==> src/rtl/gpio_pad_pkg.sv <==
package gpio_pad_pkg;

    localparam int WORD_W = 32;

    // Word selector within a 16-byte pad slot (address bits 3:2)
    typedef enum logic [1:0] {
        SLOT_CFG_A = 2'd0,
        SLOT_CFG_B = 2'd1,
        SLOT_VALUE = 2'd2,
        SLOT_SPARE = 2'd3
    } slot_word_e;

    // Drive mode resolved per pad
    typedef enum logic [1:0] {
        DRV_HIZ     = 2'd0,
        DRV_PUSH    = 2'd1,
        DRV_SINK    = 2'd2,
        DRV_RELEASE = 2'd3
    } drive_mode_e;

    localparam int FUNC_W       = 3;
    localparam int OPEN_DRN_BIT = 31;
    localparam int LVL_BIT      = 0;
    localparam int OEN_N_BIT    = 1;
    localparam int IEN_N_BIT    = 2;
    localparam int VAL_W        = 3;
    localparam logic [VAL_W-1:0] VAL_RESET = 3'b110;

endpackage

==> src/rtl/gpio_pad_sync.sv <==
module gpio_pad_sync #(
    parameter int WIDTH = 4
) (
    input  logic             clk,
    input  logic             rst_n,
    input  logic [WIDTH-1:0] async_in,
    output logic [WIDTH-1:0] sync_out
);

    logic [WIDTH-1:0] meta_q;
    logic [WIDTH-1:0] stable_q;

    always_ff @(posedge clk or negedge rst_n) begin
        if (!rst_n) begin
            meta_q   <= '0;
            stable_q <= '0;
        end else begin
            meta_q   <= async_in;
            stable_q <= meta_q;
        end
    end

    assign sync_out = stable_q;

endmodule

==> src/rtl/gpio_pad_cell.sv <==
module gpio_pad_cell
    import gpio_pad_pkg::*;
(
    input  logic              clk,
    input  logic              rst_n,
    input  logic              wr_sel,
    input  slot_word_e        word_sel,
    input  logic [WORD_W-1:0] wdata,
    input  logic              pin_sync,
    output logic [WORD_W-1:0] cfg_a_rd,
    output logic [WORD_W-1:0] cfg_b_rd,
    output logic [WORD_W-1:0] value_rd,
    output logic [WORD_W-1:0] spare_rd,
    output logic              pad_out,
    output logic              pad_oe
);

    logic [WORD_W-1:0] cfg_a_q;
    logic [WORD_W-1:0] cfg_b_q;
    logic [WORD_W-1:0] spare_q;
    logic [VAL_W-1:0]  val_q;
    drive_mode_e       mode;
    logic              drive_allowed;
    logic              lvl_view;

    // Register storage
    always_ff @(posedge clk or negedge rst_n) begin
        if (!rst_n) begin
            cfg_a_q <= '0;
            cfg_b_q <= '0;
            spare_q <= '0;
            val_q   <= VAL_RESET;
        end else if (wr_sel) begin
            unique case (word_sel)
                SLOT_CFG_A: cfg_a_q <= wdata;
                SLOT_CFG_B: cfg_b_q <= wdata;
                SLOT_VALUE: val_q   <= wdata[VAL_W-1:0];
                SLOT_SPARE: spare_q <= wdata;
            endcase
        end
    end

    // Mode selection
    assign drive_allowed = !val_q[OEN_N_BIT] && (cfg_a_q[FUNC_W-1:0] == '0);

    always_comb begin
        if (!drive_allowed)                 mode = DRV_HIZ;
        else if (!cfg_a_q[OPEN_DRN_BIT])    mode = DRV_PUSH;
        else if (val_q[LVL_BIT])            mode = DRV_RELEASE;
        else                                mode = DRV_SINK;
    end

    // Pad outputs per mode
    always_comb begin
        unique case (mode)
            DRV_HIZ:     begin pad_oe = 1'b0; pad_out = 1'b0;           end
            DRV_PUSH:    begin pad_oe = 1'b1; pad_out = val_q[LVL_BIT]; end
            DRV_SINK:    begin pad_oe = 1'b1; pad_out = 1'b0;           end
            DRV_RELEASE: begin pad_oe = 1'b0; pad_out = 1'b0;           end
        endcase
    end

    // Read-back views
    assign lvl_view = val_q[IEN_N_BIT] ? val_q[LVL_BIT] : pin_sync;
    assign cfg_a_rd = cfg_a_q;
    assign cfg_b_rd = cfg_b_q;
    assign spare_rd = spare_q;
    assign value_rd = {{(WORD_W-VAL_W){1'b0}}, val_q[IEN_N_BIT], val_q[OEN_N_BIT], lvl_view};

    AST_DRIVE_NEEDS_GPIO: assert property (@(posedge clk) disable iff (!rst_n)
        pad_oe |-> (cfg_a_q[FUNC_W-1:0] == '0 && !val_q[OEN_N_BIT]));
    AST_OD_NEVER_HIGH: assert property (@(posedge clk) disable iff (!rst_n)
        (pad_oe && cfg_a_q[OPEN_DRN_BIT]) |-> !pad_out);
    AST_VALUE_HOLDS: assert property (@(posedge clk) disable iff (!rst_n)
        !wr_sel |=> $stable(val_q));

endmodule

==> src/rtl/gpio_pad_bank.sv <==
module gpio_pad_bank
    import gpio_pad_pkg::*;
#(
    parameter int NUM_PADS  = 6,
    localparam int PAD_IDX_W = (NUM_PADS > 1) ? $clog2(NUM_PADS) : 1,
    localparam int ADDR_W    = PAD_IDX_W + 4
) (
    input  logic                clk,
    input  logic                rst_n,
    input  logic                wr_en,
    input  logic                rd_en,
    input  logic [ADDR_W-1:0]   addr,
    input  logic [WORD_W-1:0]   wdata,
    output logic [WORD_W-1:0]   rdata,
    input  logic [NUM_PADS-1:0] pad_in,
    output logic [NUM_PADS-1:0] pad_out,
    output logic [NUM_PADS-1:0] pad_oe
);

    localparam logic [PAD_IDX_W:0] PAD_LIMIT = NUM_PADS[PAD_IDX_W:0];

    logic [PAD_IDX_W-1:0] pad_idx;
    slot_word_e           word_sel;
    logic                 addr_hit;
    logic [NUM_PADS-1:0]  wr_strb;
    logic [NUM_PADS-1:0]  pin_sync;
    logic [WORD_W-1:0]    cfg_a_arr [NUM_PADS];
    logic [WORD_W-1:0]    cfg_b_arr [NUM_PADS];
    logic [WORD_W-1:0]    value_arr [NUM_PADS];
    logic [WORD_W-1:0]    spare_arr [NUM_PADS];
    logic [WORD_W-1:0]    rd_mux;

    // Address decode
    assign pad_idx  = addr[ADDR_W-1:4];
    assign word_sel = slot_word_e'(addr[3:2]);
    assign addr_hit = (addr[1:0] == 2'b00) && ({1'b0, pad_idx} < PAD_LIMIT);

    gpio_pad_sync #(.WIDTH(NUM_PADS)) u_sync (
        .clk      (clk),
        .rst_n    (rst_n),
        .async_in (pad_in),
        .sync_out (pin_sync)
    );

    for (genvar g = 0; g < NUM_PADS; g++) begin : g_pad
        assign wr_strb[g] = wr_en && addr_hit && (pad_idx == PAD_IDX_W'(g));

        gpio_pad_cell u_cell (
            .clk      (clk),
            .rst_n    (rst_n),
            .wr_sel   (wr_strb[g]),
            .word_sel (word_sel),
            .wdata    (wdata),
            .pin_sync (pin_sync[g]),
            .cfg_a_rd (cfg_a_arr[g]),
            .cfg_b_rd (cfg_b_arr[g]),
            .value_rd (value_arr[g]),
            .spare_rd (spare_arr[g]),
            .pad_out  (pad_out[g]),
            .pad_oe   (pad_oe[g])
        );
    end

    // Read mux
    always_comb begin
        rd_mux = '0;
        for (int p = 0; p < NUM_PADS; p++) begin
            if (addr_hit && pad_idx == PAD_IDX_W'(p)) begin
                unique case (word_sel)
                    SLOT_CFG_A: rd_mux = cfg_a_arr[p];
                    SLOT_CFG_B: rd_mux = cfg_b_arr[p];
                    SLOT_VALUE: rd_mux = value_arr[p];
                    SLOT_SPARE: rd_mux = spare_arr[p];
                endcase
            end
        end
    end

    always_ff @(posedge clk or negedge rst_n) begin
        if (!rst_n)     rdata <= '0;
        else if (rd_en) rdata <= rd_mux;
    end

    AST_ONE_PAD_STROBE: assert property (@(posedge clk) disable iff (!rst_n)
        $onehot0(wr_strb));
    AST_UNMAPPED_READ_ZERO: assert property (@(posedge clk) disable iff (!rst_n)
        (rd_en && !addr_hit) |=> (rdata == '0));
    AST_NO_STROBE_UNMAPPED: assert property (@(posedge clk) disable iff (!rst_n)
        !addr_hit |-> (wr_strb == '0));

endmodule

==> config.mk <==
export PLATFORM = sky130hd
export DESIGN_NAME = gpio_pad_bank
export DESIGN_NICKNAME = d
export VERILOG_FILES = /design/src/rtl/gpio_pad_pkg.sv /design/src/rtl/gpio_pad_sync.sv /design/src/rtl/gpio_pad_cell.sv /design/src/rtl/gpio_pad_bank.sv
export SDC_FILE = /design/constraint.sdc
export NUM_CORES = 1
export LEC_CHECK = 0
export BUFFER_PORTS_ARGS = -buffer_cell sky130_fd_sc_hd__clkbuf_2
export CAP_MARGIN = 40
export CORE_MARGIN = 10
export CORE_UTILIZATION = 30
export DETAILED_ROUTE_END_ITERATION = 10
export SYNTH_ARGS = -nofsm -noshare
export SYNTH_HDL_FRONTEND = slang
export SYNTH_SLANG_ARGS = --single-unit
==> constraint.sdc <==
create_clock -name clk -period 4.67 [get_ports clk]
set_input_delay 0.934 -clock clk [delete_from_list [all_inputs] [get_ports clk]]
set_output_delay 0.934 -clock clk [all_outputs]
set_load 0.005 [all_outputs]
; ---- Word level (Yosys, flattened, before mapping)
; Cells that the tools add are included.
[totals]
register_bits = 638
inputBits = 49
[classes]
magnitude_cmp = 1
n_eq_ne = 26
mux = 48
n_reduce_logical = 83
[op_table]
columns = operator, count
row1 = 32-bit case mux with 4 select lines, 6
row2 = 32-bit 2-to-1 mux, 6
row3 = 2-bit AND reduction, 24
row4 = "2-bit == test, second input constant", 14
row5 = 2-bit 2-to-1 mux, 12
row6 = 1-bit case mux with 2 select lines, 12
row7 = 2-bit OR reduction, 12
row8 = 3-bit logical NOT, 7
row9 = 1-bit logical AND, 20
row10 = 3-bit OR reduction, 6
row11 = 2-bit logical NOT, 8
row12 = "2-bit by 1-bit == test with 1-bit output, second input constant", 7
row13 = 1-bit 2-to-1 mux, 12
row14 = "3-bit by 2-bit == test with 1-bit output, second input constant", 2
row15 = "3-bit == test, second input constant", 2
row16 = 1-bit logical NOT, 6
row17 = "3-bit by 1-bit == test with 1-bit output, second input constant", 1
row18 = "3-bit less-than comparator, second input constant", 1

; ---- Longest topological paths before layout
[logic_depth]
ltp_word = 9
depth_mapped = 9
mapped_depth_nobuf = 5

; ---- Cells and area by module
; Synthesis repeated with hierarchy kept, for this count alone.
[unflattened]
hier_cells = 2146
hier_area_um2 = 31551.5
[by_module_without_submodules]
columns = module, n_inst, cells_per_inst, area_per_inst_um2
row1 = gpio_pad_cell, 6, 252, 3978.8
row2 = gpio_pad_bank, 1, 622, 7378.3
row3 = gpio_pad_sync, 1, 12, 300.3

; ---- Least setup slack after synthesis
; Ideal clock, no wire load.
[synth_timing]
kind = input to register
startpoint = input addr[6]
endpoint = register g_pad[1].u_cell.spare_q[10]
t_arrival_ns = 2.332
required_time_ns = 4.545
path_slack_ns = 2.213
cell_stages = 7
path_cell_list = or3_1 > buf_2 > nor2_1 > and2_1 > buf_2 > buf_4 > mux2_2
[synth_between]
elab_chain_cells = 5
elab_cells_between_ends = 6
cone_classes = order compare (1) / eq/ne (1) / reduce/logical (4)
[synth_lines]
columns = element, line
row1 = start: declaration, gpio_pad_bank.sv:12  ; input logic [ADDR_W-1:0] addr,
row2 = 3-bit less-than comparator, gpio_pad_bank.sv:36  ; assign addr_hit = (addr[1:0] == 2'b00) && ({1'b0, pad_idx} < PAD_LIMIT);
row3 = 1-bit logical AND, gpio_pad_bank.sv:36
row4 = 1-bit logical AND, gpio_pad_bank.sv:46  ; assign wr_strb[g] = wr_en && addr_hit && (pad_idx == PAD_IDX_W'(g));
row5 = 1-bit logical AND (*), gpio_pad_bank.sv:46
row6 = 2-bit AND reduction (no source line) (*), --
row7 = end signal: assignment, gpio_pad_cell.sv:38  ; SLOT_SPARE: spare_q <= wdata;
row8 = end: declaration, gpio_pad_cell.sv:20  ; logic [WORD_W-1:0] spare_q;
; Mark *: on every way between the ends. The rest lies on a longest branch, timed or not.
; A chain may end at the register's enable or synchronous reset.

; ---- Worst setup path in the final report
[layout_timing]
startpoint = register g_pad[4].u_cell.cfg_a_q[2]
endpoint = output pad_oe[4]
[layout_between]
elab_chain_cells = 6
elab_cells_between_ends = 10
cone_classes = eq/ne (3) / mux (2) / reduce/logical (5)
[layout_lines]
columns = element, line
row1 = start: declaration, gpio_pad_cell.sv:18  ; logic [WORD_W-1:0] cfg_a_q;
row2 = start signal: assignment, gpio_pad_cell.sv:35  ; SLOT_CFG_A: cfg_a_q <= wdata;
row3 = 3-bit logical NOT (*), gpio_pad_cell.sv:44  ; assign drive_allowed = !val_q[OEN_N_BIT] && (cfg_a_q[FUNC_W-1:0] == '0);
row4 = 1-bit logical AND (*), gpio_pad_cell.sv:44
row5 = 2-bit 2-to-1 mux (*), gpio_pad_cell.sv:47  ; if (!drive_allowed) mode = DRV_HIZ;
row6 = 2-bit == test (tied with other cells), gpio_pad_cell.sv:55  ; unique case (mode)
row7 = 2-bit OR reduction (no source line), --
row8 = 1-bit case mux with 2 select lines (*), gpio_pad_cell.sv:55
row9 = end: declaration, gpio_pad_bank.sv:17  ; output logic [NUM_PADS-1:0] pad_oe
; Marks and branches as above.

==> qor.txt <==
Post-synth EDFFs - 0
Flop2flop setup slack - 2.59 ns
R2r endpoint - rdata[0]$_DFFE_PN0P_
Critical setup path kind - reg2out
CP Cell Sequence - nor4_1, a21boi_0, ha_1, inv_1, clkbuf_2
Psw - 3.19 mW
Starting Density - 30.2%
Syn. warnings - 0
Row count - 114
GP Congestion - 0.770
Die width - 332 um
CTS H-tree depth - 3
Grt met1 use - 19.8%
CTS root buf - clkbuf_16
Gr usage total - 14.8%
DR vias - 18500
Arrival time worst endpoint - 2.29 ns
Hold path endpoint - u_sync.sync_out[0]$_DFF_PN0_
Vias/cell - 5.34
Startpoint types - register
Area contributors post-synth - dfrtp_1 (54%), mux2_2 (27%), a221oi_1 (2.8%)
Slowest cell on the critical path - nor4_1
Area leader, netlist - dfrtp_1
Post-CTS Hold Buffers - 0
Slew headroom - 37.3%
CP Max Fanout - 3
Final Hold Vio Count - 0
Synth top cells by count - mux2_2 (711), dfrtp_1 (626), a221oi_1 (93)
Final antenna-violating net count - 0
Initial antenna violation count - 12
Slew @ Worst Pin - 0.940 ns
Met2 Resource Use GR - 24.4%
Clk network pwr share - 42.3%
# resized after CTS - 0
Synth Cell Area - 29200 um^2
Switching Fraction - 24.5%
Outcome - finished, final reports clean
Hpwl dp - 51.3 mm
Die Span Y - 332 um
IO buf count - 92
Layout area overhead - 14.0%
Worst reg2reg path depth - 5
Clk sinks - 638
Hold crit path type - reg2reg
Total CTS buffers - 69
Largest net degree at the start of global routing - 174
R2R Path Start - g_pad[3].u_cell.val_q[2]$_DFFE_PN1P_
Max VDD drop - 0.265 mV
Cell internal pwr - 9.85 mW
Total power draw - 13.0 mW
Clk pin slew, worst setup/hold paths - 0.06 ns
RSZ-0062 raised after global routing - false
Core Footprint - 96600 um^2
Max_cap viols - 0
Seq pwr share - 47.6%
Post-CTS setup buffer count - 0
First-pass DRT Iterations - 5
Layout Utilization - 34.5%
Top_reg_cell synth - dfrtp_1
Hold_sp - u_sync.meta_q[0]$_DFF_PN0_
Clock Path Buffers - 3
P_leak - 15.7 nW
FF+latch count, synth - 638
Post-synthesis sequential area ratio - 54.8%
WL final - 83.9 mm
Cell count of the worst hold path - 0
Comb power frac - 10.1%
Syn_nets - 2167
Wire per inst - 24.3 um
Clk_skew - 0.0188 ns
Final routed DRC violation total - 0
Max incr delay on CP - 0.61 ns
Fmax - 310 MHz
Asr flop ratio synth - 100%
DRT iter0 DRCs - 1291
Hold slack - 0.351 ns
Max-slew violations - 0
P per Cell Area - 392 nW/um^2
Synth Instances - 2112
Vias in the first global route - 19800
Final setup vio count - 0
Post-synth top area share - 53.7%
Yosys cell types - 44
Crit end category - output port
GR peak layer - met2
Met3 usage - 2.98%
Final period utilization - 69.0%
Share of layout cells above drive strength 1 - 46.9%
Count leader, synth - mux2_2
Syn Area/Cell - 13.8 um^2
NumNets Final - 2181
Final global-route overflow total - 0
CTS tree - built
First-pass GRT wire length - 128 mm
Tmin final - 3.22 ns
Clock latency on the worst-skew pair - 0.61 ns
Worst EP required - 3.74 ns
Full die area - 110000 um^2
Top Ports - 93
CP delay by family, top - simple AND/OR/NAND/NOR gates
Fin Setup TNS - 0 ns
Buf/Inv on CP - 2
-- metrics by stage --
step	std cells	setup WS (ns)	cell area (um^2)
final	3460	1.45	33300
after global routing	3459	1.34	33300
after CTS	3457	1.43	33300
after detailed placement	3331	1.01	31000
after global placement	3329	1.03	30900
after floorplan	2112	2.21	29200
-- logic make-up (layout without fill, tap and decap cells) --
| family | Yosys count | in the layout | share of synthesized area (%) |
|---|---|---|---|
| AOI/OAI and AO/OA | 320 | 320 | 8.03 |
| adders and majority gates | 6 | 6 | 0.257 |
| buffers and inverters | 228 | 297 | 3.59 |
| DFF | 638 | 638 | 54.8 |
| muxes | 795 | 795 | 31.2 |
| other | 0 | 3 | 0 |
| and+or+nand+nor | 125 | 125 | 2.11 |
-- registers in the layout, indices dropped and copies added (netlist names) --
signal and cells:
rdata 32, u_sync.sync_out 6, g_pad.u_cell.spare_rd 192, g_pad.u_cell.val_q 18
g_pad.u_cell.cfg_b_rd 192, u_sync.meta_q 6, g_pad.u_cell.cfg_a_rd 192
-- worst max path at each step --
stage / from / to / slack, ns / cells after the start
detailed placement: addr[2] / g_pad[2].u_cell.cfg_b_rd[3]$_DFFE_PN0P_ / 1.01 / 6
global route: g_pad[4].u_cell.cfg_a_rd[2]$_DFFE_PN0P_ / pad_oe[4] / 1.34 / 5
global placement: addr[2] / g_pad[2].u_cell.cfg_b_rd[21]$_DFFE_PN0P_ / 1.03 / 6
CTS: g_pad[4].u_cell.cfg_a_rd[2]$_DFFE_PN0P_ / pad_oe[4] / 1.43 / 5
floorplan: addr[6] / g_pad[1].u_cell.spare_rd[10]$_DFFE_PN0P_ / 2.21 / 7
finish: g_pad[4].u_cell.cfg_a_rd[2]$_DFFE_PN0P_ / pad_oe[4] / 1.45 / 5
-- power groups by stage --
stage,Combinational [mW],Clock [mW],Sequential [mW]
after floorplan,0.891,0,6.22
after global placement,1.28,0,6.28
after detailed placement,1.33,0,6.31
after CTS,1.33,5.63,6.21
after global routing,1.45,5.87,6.27
final,1.31,5.52,6.22
-- per-layer routing --
metal	vias up	wire length (um)	part of all wire [%]
met3	155	4630	5.5
met4	8	1880	2.2
met5	-	43	0.051
li1	7893	-	-
met2	509	40100	48
met1	9898	37300	44
-- area by class of cell --
type,count,area (um^2)
Clock buffer,105,2120
Sequential cell,638,16000
Timing Repair Buffer,145,1090
Multi-Input combinational cell,1246,12200
Fill cell,9290,63300
Clock inverter,21,185
Inverter,26,97.6
Antenna cell,3,7.51
Tap cell,1276,1600
-- cell usage in the layout, fill, tap and decap left out, drive strengths merged, types with 10 or more instances in the layout --
cell,count
mux2,768
dfrtp,626
clkbuf,195
a221oi,93
a22oi,79
buf,55
a21oi,39
nor2,39
o21ai,38
nand2,33
inv,28
o221ai,25
o22ai,19
nor3,18
clkinv,17
mux4,16
dfstp,12
mux2i,11
a211o,10
Note: power is estimated with default switching activity, not from simulation.
